--- src/rtl/spc_pkg.sv ---
package spc_pkg;
  localparam int WORD_W   = 16;
  localparam int OP_W     = 4;
  localparam int DATA_W   = WORD_W - OP_W;
  localparam int LED_W    = 4;
  localparam int ADC_BIT  = 4;
  localparam int SEL_LSB  = 5;
  localparam int EMPTY_BIT = WORD_W - 1;

  typedef struct packed {
    logic loadTx;    // frame opened: copy pending reply into the shifter
    logic shiftTx;   // falling SCLK: present next reply bit
    logic sampleRx;  // rising SCLK: capture one command bit
    logic exec;      // valid frame closed: run the command
  } spcStrobe_t;

  typedef enum logic [1:0] {
    SEL_AUXA = 2'b00,
    SEL_AUXB = 2'b01,
    SEL_CNT  = 2'b10,
    SEL_FIFO = 2'b11
  } spcSel_e;
endpackage

--- src/rtl/spc_sync.sv ---
module spc_sync #(
  parameter int STAGES = 2
) (
  input  logic clk,
  input  logic rstN,
  input  logic sclkIn,
  input  logic csnIn,
  input  logic mosiIn,
  output logic sclkRise,
  output logic sclkFall,
  output logic csnRise,
  output logic csnFall,
  output logic mosiSync
);
  localparam int LAST = STAGES - 1;

  logic [LAST:0] sclkPipe, csnPipe, mosiPipe;
  logic sclkLast, csnLast;

  generate
    if (STAGES == 1) begin : g_single
      always_ff @(posedge clk or negedge rstN) begin
        if (!rstN) begin
          sclkPipe <= '0;
          csnPipe  <= '1;
          mosiPipe <= '0;
        end else begin
          sclkPipe <= sclkIn;
          csnPipe  <= csnIn;
          mosiPipe <= mosiIn;
        end
      end
    end else begin : g_multi
      always_ff @(posedge clk or negedge rstN) begin
        if (!rstN) begin
          sclkPipe <= '0;
          csnPipe  <= '1;
          mosiPipe <= '0;
        end else begin
          sclkPipe <= {sclkPipe[LAST-1:0], sclkIn};
          csnPipe  <= {csnPipe[LAST-1:0], csnIn};
          mosiPipe <= {mosiPipe[LAST-1:0], mosiIn};
        end
      end
    end
  endgenerate

  always_ff @(posedge clk or negedge rstN) begin
    if (!rstN) begin
      sclkLast <= 1'b0;
      csnLast  <= 1'b1;
    end else begin
      sclkLast <= sclkPipe[LAST];
      csnLast  <= csnPipe[LAST];
    end
  end

  assign sclkRise = sclkPipe[LAST] & ~sclkLast;
  assign sclkFall = ~sclkPipe[LAST] & sclkLast;
  assign csnRise  = csnPipe[LAST] & ~csnLast;
  assign csnFall  = ~csnPipe[LAST] & csnLast;
  assign mosiSync = mosiPipe[LAST];
endmodule

--- src/rtl/spc_ctrl.sv ---
module spc_ctrl
  import spc_pkg::*;
(
  input  logic       clk,
  input  logic       rstN,
  input  logic       sclkRise,
  input  logic       sclkFall,
  input  logic       csnRise,
  input  logic       csnFall,
  output spcStrobe_t strb
);
  localparam int CNT_W   = $clog2(WORD_W + 2);
  localparam logic [CNT_W-1:0] FULL = CNT_W'(WORD_W);
  localparam logic [CNT_W-1:0] OVER = CNT_W'(WORD_W + 1);

  typedef enum logic {ST_IDLE, ST_FRAME} ctrlState_e;

  ctrlState_e state;
  logic [CNT_W-1:0] edgeCnt;

  always_ff @(posedge clk or negedge rstN) begin
    if (!rstN) begin
      state   <= ST_IDLE;
      edgeCnt <= '0;
    end else begin
      case (state)
        ST_IDLE: if (csnFall) begin
          state   <= ST_FRAME;
          edgeCnt <= '0;
        end
        ST_FRAME: begin
          if (csnRise) state <= ST_IDLE;
          else if (sclkRise && edgeCnt != OVER) edgeCnt <= edgeCnt + 1'b1;
        end
        default: state <= ST_IDLE;
      endcase
    end
  end

  always_comb begin
    strb          = '0;
    strb.loadTx   = (state == ST_IDLE) && csnFall;
    strb.sampleRx = (state == ST_FRAME) && sclkRise && !csnRise;
    strb.shiftTx  = (state == ST_FRAME) && sclkFall && !csnRise;
    strb.exec     = (state == ST_FRAME) && csnRise && (edgeCnt == FULL);
  end
endmodule

--- src/rtl/spc_datapath.sv ---
module spc_datapath
  import spc_pkg::*;
(
  input  logic              clk,
  input  logic              rstN,
  input  spcStrobe_t        strb,
  input  logic              mosiSync,
  input  logic [DATA_W-1:0] fifoData,
  input  logic              fifoEmpty,
  output logic              misoOut,
  output logic [LED_W-1:0]  ledOut,
  output logic              adcEnOut,
  output logic              fifoPop
);
  localparam int PAD_W = WORD_W - DATA_W;
  localparam logic [WORD_W-1:0] EMPTY_REPLY = WORD_W'(1) << EMPTY_BIT;

  logic [WORD_W-1:0] rxShift, txShift, reply;
  logic [DATA_W-1:0] ctlMain, auxA, auxB, patCnt;

  logic [OP_W-1:0]   opcode;
  logic [DATA_W-1:0] payload;
  logic              isWrite, toPort1;
  spcSel_e           route;
  logic [DATA_W-1:0] curVal;
  logic [WORD_W-1:0] replyNext;
  logic              popNext;

  assign opcode  = rxShift[OP_W-1:0];
  assign payload = rxShift[WORD_W-1:OP_W];
  assign isWrite = opcode[0];
  assign toPort1 = opcode[1];
  assign route   = spcSel_e'(ctlMain[SEL_LSB+1:SEL_LSB]);

  always_comb begin
    curVal    = ctlMain;
    replyNext = '0;
    popNext   = 1'b0;
    if (toPort1) begin
      case (route)
        SEL_AUXA: curVal = auxA;
        SEL_AUXB: curVal = auxB;
        SEL_CNT:  curVal = patCnt;
        default:  curVal = fifoData;
      endcase
    end
    if (toPort1 && route == SEL_FIFO) begin
      if (isWrite)        replyNext = '0;
      else if (fifoEmpty) replyNext = EMPTY_REPLY;
      else begin
        replyNext = {{PAD_W{1'b0}}, fifoData};
        popNext   = 1'b1;
      end
    end else begin
      replyNext = {{PAD_W{1'b0}}, curVal};
    end
  end

  // serial shifters
  always_ff @(posedge clk or negedge rstN) begin
    if (!rstN) begin
      rxShift <= '0;
      txShift <= '0;
    end else begin
      if (strb.sampleRx) rxShift <= {rxShift[WORD_W-2:0], mosiSync};
      if (strb.loadTx)       txShift <= reply;
      else if (strb.shiftTx) txShift <= {txShift[WORD_W-2:0], 1'b0};
    end
  end

  // command execution
  always_ff @(posedge clk or negedge rstN) begin
    if (!rstN) begin
      reply   <= '0;
      ctlMain <= '0;
      auxA    <= '0;
      auxB    <= '0;
      patCnt  <= '0;
      fifoPop <= 1'b0;
    end else begin
      fifoPop <= 1'b0;
      if (strb.exec) begin
        reply   <= replyNext;
        fifoPop <= popNext;
        if (!toPort1) begin
          if (isWrite) ctlMain <= payload;
        end else begin
          case (route)
            SEL_AUXA: if (isWrite) auxA <= payload;
            SEL_AUXB: if (isWrite) auxB <= payload;
            SEL_CNT:  patCnt <= isWrite ? payload : patCnt + DATA_W'(1);
            default:  ;
          endcase
        end
      end
    end
  end

  assign misoOut  = txShift[WORD_W-1];
  assign ledOut   = ctlMain[LED_W-1:0];
  assign adcEnOut = ctlMain[ADC_BIT];
endmodule

--- src/rtl/spi_port_ctrl.sv ---
module spi_port_ctrl
  import spc_pkg::*;
#(
  parameter int SYNC_STAGES = 2
) (
  input  logic              clk,
  input  logic              rstN,
  input  logic              sclkIn,
  input  logic              csnIn,
  input  logic              mosiIn,
  input  logic [DATA_W-1:0] fifoData,
  input  logic              fifoEmpty,
  output logic              misoOut,
  output logic [LED_W-1:0]  ledOut,
  output logic              adcEnOut,
  output logic              fifoPop
);
  logic sclkRise, sclkFall, csnRise, csnFall, mosiSync;
  spcStrobe_t strb;

  spc_sync #(.STAGES(SYNC_STAGES)) u_sync (
    .clk(clk), .rstN(rstN), .sclkIn(sclkIn), .csnIn(csnIn), .mosiIn(mosiIn),
    .sclkRise(sclkRise), .sclkFall(sclkFall), .csnRise(csnRise),
    .csnFall(csnFall), .mosiSync(mosiSync)
  );

  spc_ctrl u_ctrl (
    .clk(clk), .rstN(rstN), .sclkRise(sclkRise), .sclkFall(sclkFall),
    .csnRise(csnRise), .csnFall(csnFall), .strb(strb)
  );

  spc_datapath u_dp (
    .clk(clk), .rstN(rstN), .strb(strb), .mosiSync(mosiSync),
    .fifoData(fifoData), .fifoEmpty(fifoEmpty), .misoOut(misoOut),
    .ledOut(ledOut), .adcEnOut(adcEnOut), .fifoPop(fifoPop)
  );
endmodule

--- config.mk ---
export PLATFORM = sky130hd
export DESIGN_NAME = spi_port_ctrl
export DESIGN_NICKNAME = d
export VERILOG_FILES = /design/src/rtl/spc_pkg.sv /design/src/rtl/spc_sync.sv /design/src/rtl/spc_ctrl.sv /design/src/rtl/spc_datapath.sv /design/src/rtl/spi_port_ctrl.sv
export SDC_FILE = /design/constraint.sdc
export NUM_CORES = 1
export LEC_CHECK = 0
export BUFFER_PORTS_ARGS = -buffer_cell sky130_fd_sc_hd__buf_4
export CORE_MARGIN = 4
export CORE_UTILIZATION = 52
export DETAILED_ROUTE_END_ITERATION = 10
export GPL_TIMING_DRIVEN = 1
export HOLD_SLACK_MARGIN = 0.1
export PLACE_DENSITY = 0.69
export SLEW_MARGIN = 30
export SYNTH_ARGS = -nofsm -noshare
export SYNTH_HDL_FRONTEND = slang
export SYNTH_SLANG_ARGS = --single-unit
export TNS_END_PERCENT = 5
--- constraint.sdc ---
create_clock -name clk -period 3.03 [get_ports clk]
set_input_delay 0.606 -clock clk [delete_from_list [all_inputs] [get_ports clk]]
set_output_delay 0.606 -clock clk [all_outputs]
set_load 0.03 [all_outputs]
==> results by group, run 1 <==
Status
  • Status: finished, final reports clean

Yosys
  • Asr flop ratio synth: 100%
  • Top-area cell type share of the netlist area: 51.9%
  • #FFs+latches synth: 108
  • Seq/Total Area, Yosys: 53.4%
  • Avg Inst Size Synth: 11.5 µm²
  • Main synth FF type: dfrtp_1
  • Cell taking the most area after synthesis: dfrtp_1
  • Top post-synthesis cells by area: dfrtp_1 (52%), mux2_2 (7.3%), mux2i_1 (7.3%), mux2_1 (4.9%), nand2_1 (2.2%)
  • Warnings, synthesis: 0
  • Mapped Cells: 439
  • Synth Net Count: 461
  • Post-synth EDFFs: 0
  • Netlist cell types: 49
  • Synthesized cell area: 5060 µm²

Drt
  • Wire per inst: 17.0 µm
  • Routed Antenna Nets: 0
  • Vias/cell: 5.63
  • # DRC: 0
  • Routed WL: 10.0 mm
  • DR iter-0 viols: 174
  • DRT Pass-1 Iters: 4
  • Vias: 3316

Power and ir drop
  • P_leak: 2.54 nW
  • Pwr dens: 531 nW/µm²
  • Reg power frac: 57.7%
  • Clock power share: 30.6%
  • Worst vdd ir: 0.207 mV
  • Sw frac: 26.7%
  • Combinational cell fraction of total power: 11.8%
  • Pint: 2.17 mW
  • Switch Pwr: 790 µW

Setup path
  • Crit path max-delay family: simple AND/OR/NAND/NOR gates
  • WP buf/inv: 1
  • Largest fanout on the critical path: 12
  • Critical path type: reg -> reg
  • Setup crit start kind: flop
  • CP required: 3.28 ns
  • Cell Chain, Critical Path: inv_1 > ha_1 > nor4bb_1 > nand4b_1 > or3_1 > mux2_1
  • Element type at the critical path end: flop
  • CP max stage delay: 0.62 ns
  • R2R depth: 6
  • WP data arrival: 2.64 ns
  • Slowest cell on crit path: or3_1
  • Worst r2r src: u_ctrl.edgeCnt[0]
  • R2r setup slk: 0.64 ns
  • Worst reg2reg endpoint: u_dp.ctlMain[3]

Timing
  • Slew HR: 44.7%
  • Setup slack after layout: 0.640 ns
  • Tmin final: 2.39 ns
  • Sum Neg Setup Slack: 0 ns
  • Hold WS: 0.241 ns
  • Final Cycle Share: 78.9%
  • # setup viols final: 0
  • Worst slew pin tran: 0.827 ns
  • Final hold vios: 0
  • RSZ-0062 raised after global routing: no
  • Max Fclk: 418 MHz
  • Slew Viols, Final: 0
  • Layout Skew: 0.00871 ns

Place
  • Place WS: 0.664 ns
  • I/O Buffers: 24
  • Dpl hpwl: 6.89 mm
  • Final Wtd Congestion: 0.805

Die
  • Die Y: 107 µm
  • Die area: 11400 µm²
  • Core area: 9370 µm²
  • Row count: 35
  • Starting density of the core: 54.0%
  • # IOs: 25
  • Die width: 107 µm

Run
  • Max cap viols: 0

Layout
  • Layout cells sized above 1: 21.1%
  • Area growth syn-to-layout: 10.1%
  • # nets final: 477
  • # diodes: 0
  • Most frequent cells in the layout: dfrtp_1 (105), mux2i_1 (37), buf_4 (35)
  • Commonest non-fill, non-tap cell in the layout: dfrtp_1
  • Utilization after layout: 59.5%

Global route
  • First-pass GRT wire length: 16.6 mm
  • GRT Total Usage: 18.6%
  • GRT overflow: 0
  • Initial antenna violation count: 0
  • Number of global-route vias before repair: 3217
  • Largest net degree at the start of global routing: 48

Clocking
  • Clock Tree Root: clkbuf_8
  • H-tree depth reported by CTS: 3
  • Clock transition at path regs: 0.10 ns
  • CTS Sinks: 108
  • Cts hold-fix bufs: 0
  • Clock buffer depth: 2
  • # resized after CTS: 0
  • Total CTS buffers: 9
  • Clk_lat worst skew: 0.37 ns
  • CTS tree: done
  • Post-CTS Setup Inserts: 0

Hold path
  • Hold crit path type: in -> async
## Yosys cell counts (all sizes together), types with 5 or more instances
cell type  instances
clkbuf            15
nor3              11
mux2              55
nor2              31
o21ai             18
o2bb2ai           11
nor2b              6
mux2i             37
nand2             30
a21oi             14
inv               10
dfrtp            105
buf               16
a31oi              9
o22ai              5
## metrics by stage
stage                     cells  power [mW]  cell area (µm²)
after global routing        589        3.10             5580
final                       589        2.96             5580
after CTS                   589        2.99             5580
after floorplan             439        1.94             5060
after global placement      573        2.07             5360
after detailed placement    573        2.09             5360
## state kept, by name, indices dropped and copies added (netlist names)
register         cells
u_sync.csnLast       1
u_dp.reply          13
u_ctrl.state         1
u_dp.ctlMain        12
u_dp.patCnt         12
u_ctrl.edgeCnt       5
u_sync.csnPipe       2
u_sync.sclkPipe      2
u_dp.txShift        16
u_sync.sclkLast      1
u_dp.auxB           12
u_dp.rxShift        16
u_sync.mosiPipe      2
u_dp.fifoPop         1
u_dp.auxA           12
## kinds of logic after synthesis
family          share of synthesized area [%]
buf+inv                                  3.73
fa+ha+maj                               0.988
mux                                      19.5
flops                                    53.4
simple gates                             12.2
compound gates                           10.1
## cell type report
type                            instances  area, µm²
Tap cell                              129        161
Fill cell                             816       3800
Timing Repair Buffer                   36        283
Multi-Input combinational cell        290       2180
Clock inverter                          5       60.1
Inverter                               10       37.5
Clock buffer                           11        151
Sequential cell                       108       2710
## how the worst max path moves through the flow
| stage | start | end | slack (ns) | cells after the start |
|---|---|---|---|---|
| 6_report | u_ctrl.edgeCnt[0] | u_dp.ctlMain[3] | 0.64 | 6 |
| 5_1_grt | u_ctrl.edgeCnt[0] | u_dp.ctlMain[9] | 0.49 | 6 |
| 4_1_cts | u_ctrl.edgeCnt[0] | u_dp.ctlMain[2] | 0.64 | 6 |
| 3_5_place_dp | u_ctrl.edgeCnt[0] | u_dp.ctlMain[2] | 0.66 | 6 |
| 3_3_place_gp | u_ctrl.edgeCnt[0] | u_dp.ctlMain[9] | 0.76 | 6 |
| 2_1_floorplan | u_ctrl.edgeCnt[0] | u_dp.auxA[0] | 0.87 | 7 |
## power by group through the flow
stage          clock (mW)  combinational, mW  sequential, mW
6_report            0.905              0.348            1.71
4_1_cts             0.933              0.353            1.71
3_5_place_dp            0              0.351            1.74
3_3_place_gp            0              0.343            1.73
5_1_grt             0.987              0.388            1.73
2_1_floorplan           0              0.277            1.66
## routing by layer
metal  vias up  global-route usage (%)  routed length [µm]
met5         -                       0                   0
met4         0                    3.84                  65
met3         5                    4.76                 376
met2        54                    28.9                4710
met1      1647                    26.5                4870
li1       1610                       -                   -
## worst register-to-register path, stage by stage, from the launching register on
cell and delay, ns:
dfrtp_1 0.46, inv_1 0.09, ha_1 0.16, nor4bb_1 0.29
nand4b_1 0.24, or3_1 0.62, mux2_1 0.41
Note: power is estimated with default switching activity, not from simulation.
==> run 2: changes to the inputs <==
ABC_AREA = 1   (was default)
clock period = 2.2 ns   (was 3.03 ns; I/O delays follow)
==> run 2 against run 1 <==
Effect of this change:
- non-clock buffer count increased by 1
- register-to-register slack worse by 0.27 ns
- area after synthesis up 5.5%
- via count rose by 28%
- cell count rose by 38%
- flip-flop and latch count unchanged
- combinational power grew to 2.6 times the previous value
- critical path depth is the same
- global-route usage up 2.6 points
==> results by group, run 2 <==
Yosys
  • Top post-synthesis cells by area: dfrtp_1 (49%), nand2_1 (14%), o21ai_0 (7.0%), inv_1 (4.4%), nor2_1 (4.3%)
  • Simple-Gate Fraction of Synth Area: 26.3% (+14 points)
  • Avg Inst Size Synth: 8.09 µm² (-30%)
  • Synth Net Count: 682 (+48%)
  • Main synth FF type: dfrtp_1
  • Netlist cell types: 31 (-37%)
  • Seq/Total Area, Yosys: 50.7% (-2.8 points)
  • Top-area cell type share of the netlist area: 49.2% (-2.7 points)
  • Mapped Cells: 660 (+50%)
  • Synth Area in Adders: 0.937% (-0.051 points)
  • Mux cell area share after synthesis: 0% (-20 points)
  • Warnings, synthesis: 0 (unchanged)
  • Most frequent cell after synthesis: nand2_1
  • Main combinational cell family by area after synthesis: simple AND/OR/NAND/NOR gates
  • XOR/XNOR share of the synthesized area: 0.656% (+0.66 points)
  • #FFs+latches synth: 108 (unchanged)
  • Top cells by count, synth: nand2_1 (196), dfrtp_1 (105), o21ai_0 (75)
  • Cell taking the most area after synthesis: dfrtp_1
  • Asr flop ratio synth: 100% (unchanged)
  • Post-synth EDFFs: 0 (unchanged)
  • Synthesized cell area: 5340 µm² (+5.5%)
  • Complex-gate fraction of the synthesized area: 12.9% (+2.8 points)

Drt
  • Vias/cell: 5.21 (-7.5%)
  • Routed WL: 11.6 mm (+15%)
  • DR iter-0 viols: 251 (+44%)
  • Routed Antenna Nets: 0 (unchanged)
  • # DRC: 0 (unchanged)
  • Wire per inst: 14.2 µm (-17%)
  • DRT Pass-1 Iters: 5 (+1)
  • Vias: 4245 (+28%)

Clocking
  • CTS tree: done
  • Total CTS buffers: 9 (unchanged)
  • # resized after CTS: 0 (unchanged)
  • Clock buffer depth: 2 (unchanged)
  • Post-CTS Setup Inserts: 0 (unchanged)
  • CTS Sinks: 108 (unchanged)
  • Clock transition at path regs: 0.10 ns (about the same)
  • Cts hold-fix bufs: 1 (+1)
  • Clk_lat worst skew: 0.37 ns (about the same)
  • Clock Tree Root: clkbuf_8
  • H-tree depth reported by CTS: 3 (unchanged)

Setup path
  • Cell Chain, Critical Path: nor2_1 > buf_4 > nand2_1 > o211ai_1 > nand2_1 > a21oi_1
  • Critical path type: reg -> reg
  • Slowest cell on crit path: dfrtp_1
  • WP data arrival: 2.12 ns (-0.52 ns)
  • WP buf/inv: 1 (unchanged)
  • Critical Path Stages: 6 (unchanged)
  • Setup crit start kind: flop
  • Worst r2r src: u_dp.ctlMain[6]
  • R2r setup slk: 0.37 ns (-0.27 ns)
  • Worst reg2reg endpoint: u_dp.reply[5]
  • Largest fanout on the critical path: 15 (+3)
  • CP required: 2.49 ns (-0.79 ns)
  • Crit path max-delay family: simple AND/OR/NAND/NOR gates
  • CP most frequent cell: nand2_1
  • Element type at the critical path end: flop
  • CP max stage delay: 0.58 ns (-0.04 ns)
  • R2R depth: 6 (unchanged)

Timing
  • Slew HR: 64.2% (+19 points)
  • # setup viols final: 0 (unchanged)
  • Sum Neg Setup Slack: 0 ns (unchanged)
  • Layout Skew: 0.0119 ns (+0.00317 ns)
  • Final hold vios: 0 (unchanged)
  • Max Fclk: 546 MHz (+31%)
  • Slew Viols, Final: 0 (unchanged)
  • Tmin final: 1.83 ns (-0.559 ns)
  • Final Cycle Share: 83.2% (+4.4 points)
  • Hold WS: 0.170 ns (-0.0720 ns)
  • Worst slew pin tran: 0.535 ns (-0.293 ns)
  • RSZ-0062 raised after global routing: no

Place
  • Final Wtd Congestion: 0.852 (+5.8%)
  • Dpl hpwl: 8.59 mm (+25%)
  • I/O Buffers: 24 (unchanged)

Layout
  • Utilization after layout: 59.0% (-0.46 points)
  • Area growth syn-to-layout: 9.51%
  • # nets final: 699 (+47%)
  • Most frequent cells in the layout: nand2_1 (196), dfrtp_1 (105), o21ai_0 (75)
  • Commonest non-fill, non-tap cell in the layout: nand2_1
  • Filler cell count: 926 (+13%)
  • # diodes: 0 (unchanged)
  • Biggest regs: u_dp.rxShift (16), u_dp.txShift (16), u_dp.reply (13)
  • Layout cells sized above 1: 12.6% (-8.5 points)
  • Seq. cell area: 2710 µm² (unchanged)
  • Multi-input gate area: 2180 µm² (+0.23%)

Die
  • Starting density of the core: 53.9% (-0.13 points)
  • Die area: 12000 µm² (+5.1%)
  • Row count: 36 (+2.9%)
  • Die Y: 109 µm (+2.5%)
  • # IOs: 25 (unchanged)
  • Core area: 9910 µm² (+5.7%)
  • Die width: 109 µm (+2.5%)

Power and ir drop
  • Worst vdd ir: 0.461 mV (+120%)
  • Pwr dens: 796 nW/µm² (+50%)
  • Total Power: 4.66 mW (+57%)
  • P_leak: 2.73 nW (+7.5%)

Hold path
  • Hold Startpoint: csnIn
  • Hold crit path type: in -> reg
  • Worst Hold End: u_sync.csnPipe[0]
  • Hold Crit Depth: 1

Global route
  • Number of global-route vias before repair: 4077 (+27%)
  • Largest net degree at the start of global routing: 45 (-6.3%)
  • First-pass GRT wire length: 19.8 mm (+19%)
  • Initial antenna violation count: 0 (unchanged)
  • GRT Total Usage: 21.1% (+2.6 points)
  • GRT overflow: 0 (unchanged)

Status
  • Status: finished, final reports clean

Run
  • Max cap viols: 0 (unchanged)
-- run 2: cell types whose count changed after synthesis, moves of 10 or more --
cell,before,now
nor2_1,30,61
o21ai_2,0,11
nand2_1,30,196
inv_1,10,63
mux2_2,33,0
nor3_1,11,1
mux2i_1,37,0
mux2_1,22,0
o2bb2ai_1,11,0
o211ai_1,0,14
o21ai_0,18,75
nand3_1,4,44
-- run 2: per-stage QoR --
stage | worst slack, ns | instance area [µm²] | cells
after floorplan | 0.705 | 5340 | 660
after global placement | 0.419 | 5600 | 798
after detailed placement | 0.403 | 5600 | 798
after CTS | 0.376 | 5850 | 815
after global routing | 0.202 | 5850 | 815
final | 0.369 | 5850 | 815
-- run 2: cell families after synthesis --
logic type	after synthesis
xor gates and xnor gates	4
and+or+nand+nor	323
DFF	108
AOI/OAI and AO/OA	122
adders and majority gates	4
buffers and inverters	99
-- run 2: per-layer routing --
layer  share of wire [%]  vias to the layer above  GRT usage, %
met5                   0                        -             0
met4                 1.2                        0          4.36
met3                 4.7                       12          4.40
met2                  46                       84          33.3
met1                  49                     2014          30.4
li1                    -                     2135             -
-- run 2: worst max path at each step --
stage                                 start              to  slack, ns
after floorplan           u_ctrl.edgeCnt[0]  u_dp.patCnt[0]       0.71
after global placement      u_dp.ctlMain[6]   u_dp.reply[8]       0.42
after detailed placement  u_ctrl.edgeCnt[0]    u_dp.auxA[3]       0.40
after CTS                 u_ctrl.edgeCnt[0]    u_dp.auxA[7]       0.38
after global routing      u_ctrl.edgeCnt[0]    u_dp.auxA[7]       0.20
final                       u_dp.ctlMain[6]   u_dp.reply[5]       0.37
-- run 2: cell type report --
| cell class | instances | share of cell area (%) |
|---|---|---|
| clock buffer | 11 | 2.59 |
| clock inverter | 5 | 1.43 |
| inverter | 68 | 4.36 |
| multi-input combinational | 453 | 37.3 |
| sequential | 108 | 46.3 |
| tap | 133 | 2.84 |
| timing repair buffer | 37 | 5.22 |
-- run 2: report_power, final --
part	switching (mW)	total [mW]	internal [mW]	leakage, nW
registers	0.156	2.39	2.23	1.38
logic	0.615	0.903	0.288	1.24
clock network	0.663	1.37	0.705	0.112
total	1.43	4.66	3.22	2.73
==> run 3: changes to the inputs <==
clock period = 1.74 ns   (was 2.2 ns; I/O delays follow)
==> run 3 against run 2 <==
Effect of this change:
- sequential share of layout area is 1.0 points lower
- critical path depth is 2 higher
- design area is 2.3% higher
- clock power is 25% higher
- combinational power is 34% higher
- hold slack better by 0.11 ns
- utilization is 1.4 points higher
- routed wire length is 4.8% higher
- global-route usage is 0.82 points higher
- setup slack worse by 0.27 ns
==> results by group, run 3 (same netlist as run 2, synthesis figures left out) <==
Timing
  • Setup slack after layout: 0.0939 ns (-0.275 ns)
  • Slew HR: 72.1% (+7.8 points)
  • Layout Skew: 0.0193 ns (+0.00738 ns)
  • Worst slew pin tran: 0.419 ns (-0.116 ns)
  • Final hold vios: 0 (unchanged)
  • Tmin final: 1.65 ns (-0.185 ns)
  • Final Cycle Share: 94.6% (+11 points)
  • # setup viols final: 0 (unchanged)
  • Max Fclk: 608 MHz (+11%)
  • RSZ-0062 raised after global routing: yes
  • Slew Viols, Final: 0 (unchanged)

Die
  • # IOs: 25 (unchanged)
  • Starting density of the core: 53.9% (unchanged)
  • Die area: 12000 µm² (unchanged)
  • Die width: 109 µm (unchanged)
  • Die Y: 109 µm (unchanged)
  • Row count: 36 (unchanged)
  • Core area: 9910 µm² (unchanged)

Drt
  • DRT Pass-1 Iters: 5 (unchanged)
  • DR iter-0 viols: 295 (+18%)
  • # DRC: 0 (unchanged)
  • Vias/cell: 5.21 (about the same)
  • Wire per inst: 14.5 µm (+2.6%)
  • Routed Antenna Nets: 0 (unchanged)
  • Vias: 4332 (+2.0%)
  • Routed WL: 12.1 mm (+4.8%)

Layout
  • # diodes: 0 (unchanged)
  • Multi-input gate area: 2200 µm² (+0.80%)
  • Utilization after layout: 60.4% (+1.4 points)
  • Biggest regs: u_dp.rxShift (16), u_dp.txShift (16), u_dp.reply (13)
  • Seq. cell area: 2710 µm² (unchanged)
  • # nets final: 716 (+2.4%)
  • Most frequent cells in the layout: nand2_1 (196), dfrtp_1 (105), o21ai_0 (75)
  • Commonest non-fill, non-tap cell in the layout: nand2_1
  • Area growth syn-to-layout: 12.0%
  • Filler cell count: 931 (+0.54%)
  • Layout cells sized above 1: 14.2% (+1.6 points)

Place
  • Place WS: 0.0551 ns (-0.348 ns)
  • Final Wtd Congestion: 0.893 (+4.8%)
  • Dpl hpwl: 8.86 mm (+3.2%)
  • I/O Buffers: 24 (unchanged)

Setup path
  • Setup crit start kind: flop
  • Worst r2r src: u_ctrl.edgeCnt[0]
  • R2R depth: 8 (+2)
  • CP required: 2.04 ns (-0.45 ns)
  • Critical path type: reg -> reg
  • Element type at the critical path end: flop
  • Worst Setup SP: u_ctrl.edgeCnt[0]
  • WP data arrival: 1.95 ns (-0.17 ns)
  • Largest fanout on the critical path: 24 (+9)

Run
  • Max cap viols: 0 (unchanged)

Clocking
  • Clock buffer depth: 2 (unchanged)
  • CTS tree: done
  • CTS Sinks: 108 (unchanged)
  • Total CTS buffers: 9 (unchanged)
  • Clk_lat worst skew: 0.39 ns (+0.02 ns)
  • Clock transition at path regs: 0.10 ns (about the same)
  • H-tree depth reported by CTS: 3 (unchanged)
  • Clock Tree Root: clkbuf_8

Global route
  • Largest net degree at the start of global routing: 45 (unchanged)
  • GRT overflow: 0 (unchanged)
  • First-pass GRT wire length: 20.5 mm (+3.5%)
  • Number of global-route vias before repair: 4238 (+3.9%)
  • Initial antenna violation count: 0 (unchanged)
  • GRT Total Usage: 21.9% (+0.82 points)

Hold path
  • Hold crit path type: in -> reg
  • Hold Startpoint: fifoEmpty
  • Hold Crit Depth: 3 (+2)

Status
  • Status: finished, final reports clean

Power and ir drop
  • Combinational cell fraction of total power: 20.3% (+0.9 points)
  • Sw frac: 32.0% (+1.2 points)
  • Pwr dens: 993 nW/µm² (+25%)
  • Reg power frac: 50.9% (-0.4 points)
  • Switch Pwr: 1.90 mW (+33%)
  • P_leak: 2.81 nW (+2.7%)
  • Clock power share: 28.7% (-0.7 points)
  • Worst vdd ir: 0.631 mV (+37%)
  • Pint: 4.04 mW (+25%)
==> run 3: area by class of cell <==
class | instances | share of cell area [%]
clock buffer | 10 | 2.13
clock inverter | 6 | 1.61
inverter | 68 | 4.27
multi-input combinational | 454 | 36.7
sequential | 108 | 45.2
tap | 133 | 2.78
timing repair buffer | 53 | 7.24
==> run 3: metal layers <==
metal  wire length, µm  track usage (%)  share of wire (%)
met1              5930             31.2                 49
met2              5560             34.9                 46
met3               483             4.76                4.0
met4               131             4.54                1.1
met5                 0                0                  0
==> run 3: timing repair <==
item / 4_1_cts / 5_1_grt
endpoints found under the setup margin: 0 / 27
gates resized for setup: 0 / 1
hold endpoints to repair: 107 / 0
buffers inserted: 0 / 0
hold buffers: 4 / 0
==> run 3: power by group through the flow <==
stage	clock (mW)	combinational (mW)	sequential (mW)
floorplan	0	0.812	3.02
global placement	0	1.16	3.05
detailed placement	0	1.19	3.07
CTS	1.76	1.20	3.02
global route	1.87	1.38	3.06
finish	1.71	1.21	3.03
==> run 3: metrics by stage <==
step | cell area [µm²] | setup TNS [ns] | hold WS (ns) | cells | total power, mW
4_1_cts | 5970 | 0 | 0.269 | 831 | 5.98
5_1_grt | 5980 | -0.256 | 0.285 | 832 | 6.32
2_1_floorplan | 5340 | 0 | 0.0524 | 660 | 3.83
3_5_place_dp | 5700 | 0 | 0.196 | 811 | 4.26
6_report | 5980 | 0 | 0.276 | 832 | 5.94
3_3_place_gp | 5700 | 0 | 0.196 | 811 | 4.21
==> run 3: final timing paths <==
kind,end,slack (ns)
max in group asynchronous,u_dp.patCnt[8],0.87
worst min register to register,u_sync.mosiPipe[1],0.36
worst max register to register,u_dp.auxA[3],0.09
min in group asynchronous,u_dp.reply[3],0.33
worst min-delay path,u_dp.reply[15],0.28
worst max-delay path,u_dp.auxA[3],0.09
==> run 3: critical path, stage by stage, from the launching register on <==
cell	delay [ns]
dfrtp_1	0.42
inv_1	0.11
ha_1	0.17
nand2_1	0.05
inv_1	0.06
nand2_2	0.08
nor2_8	0.17
nand3_4	0.25
o21ai_0	0.25
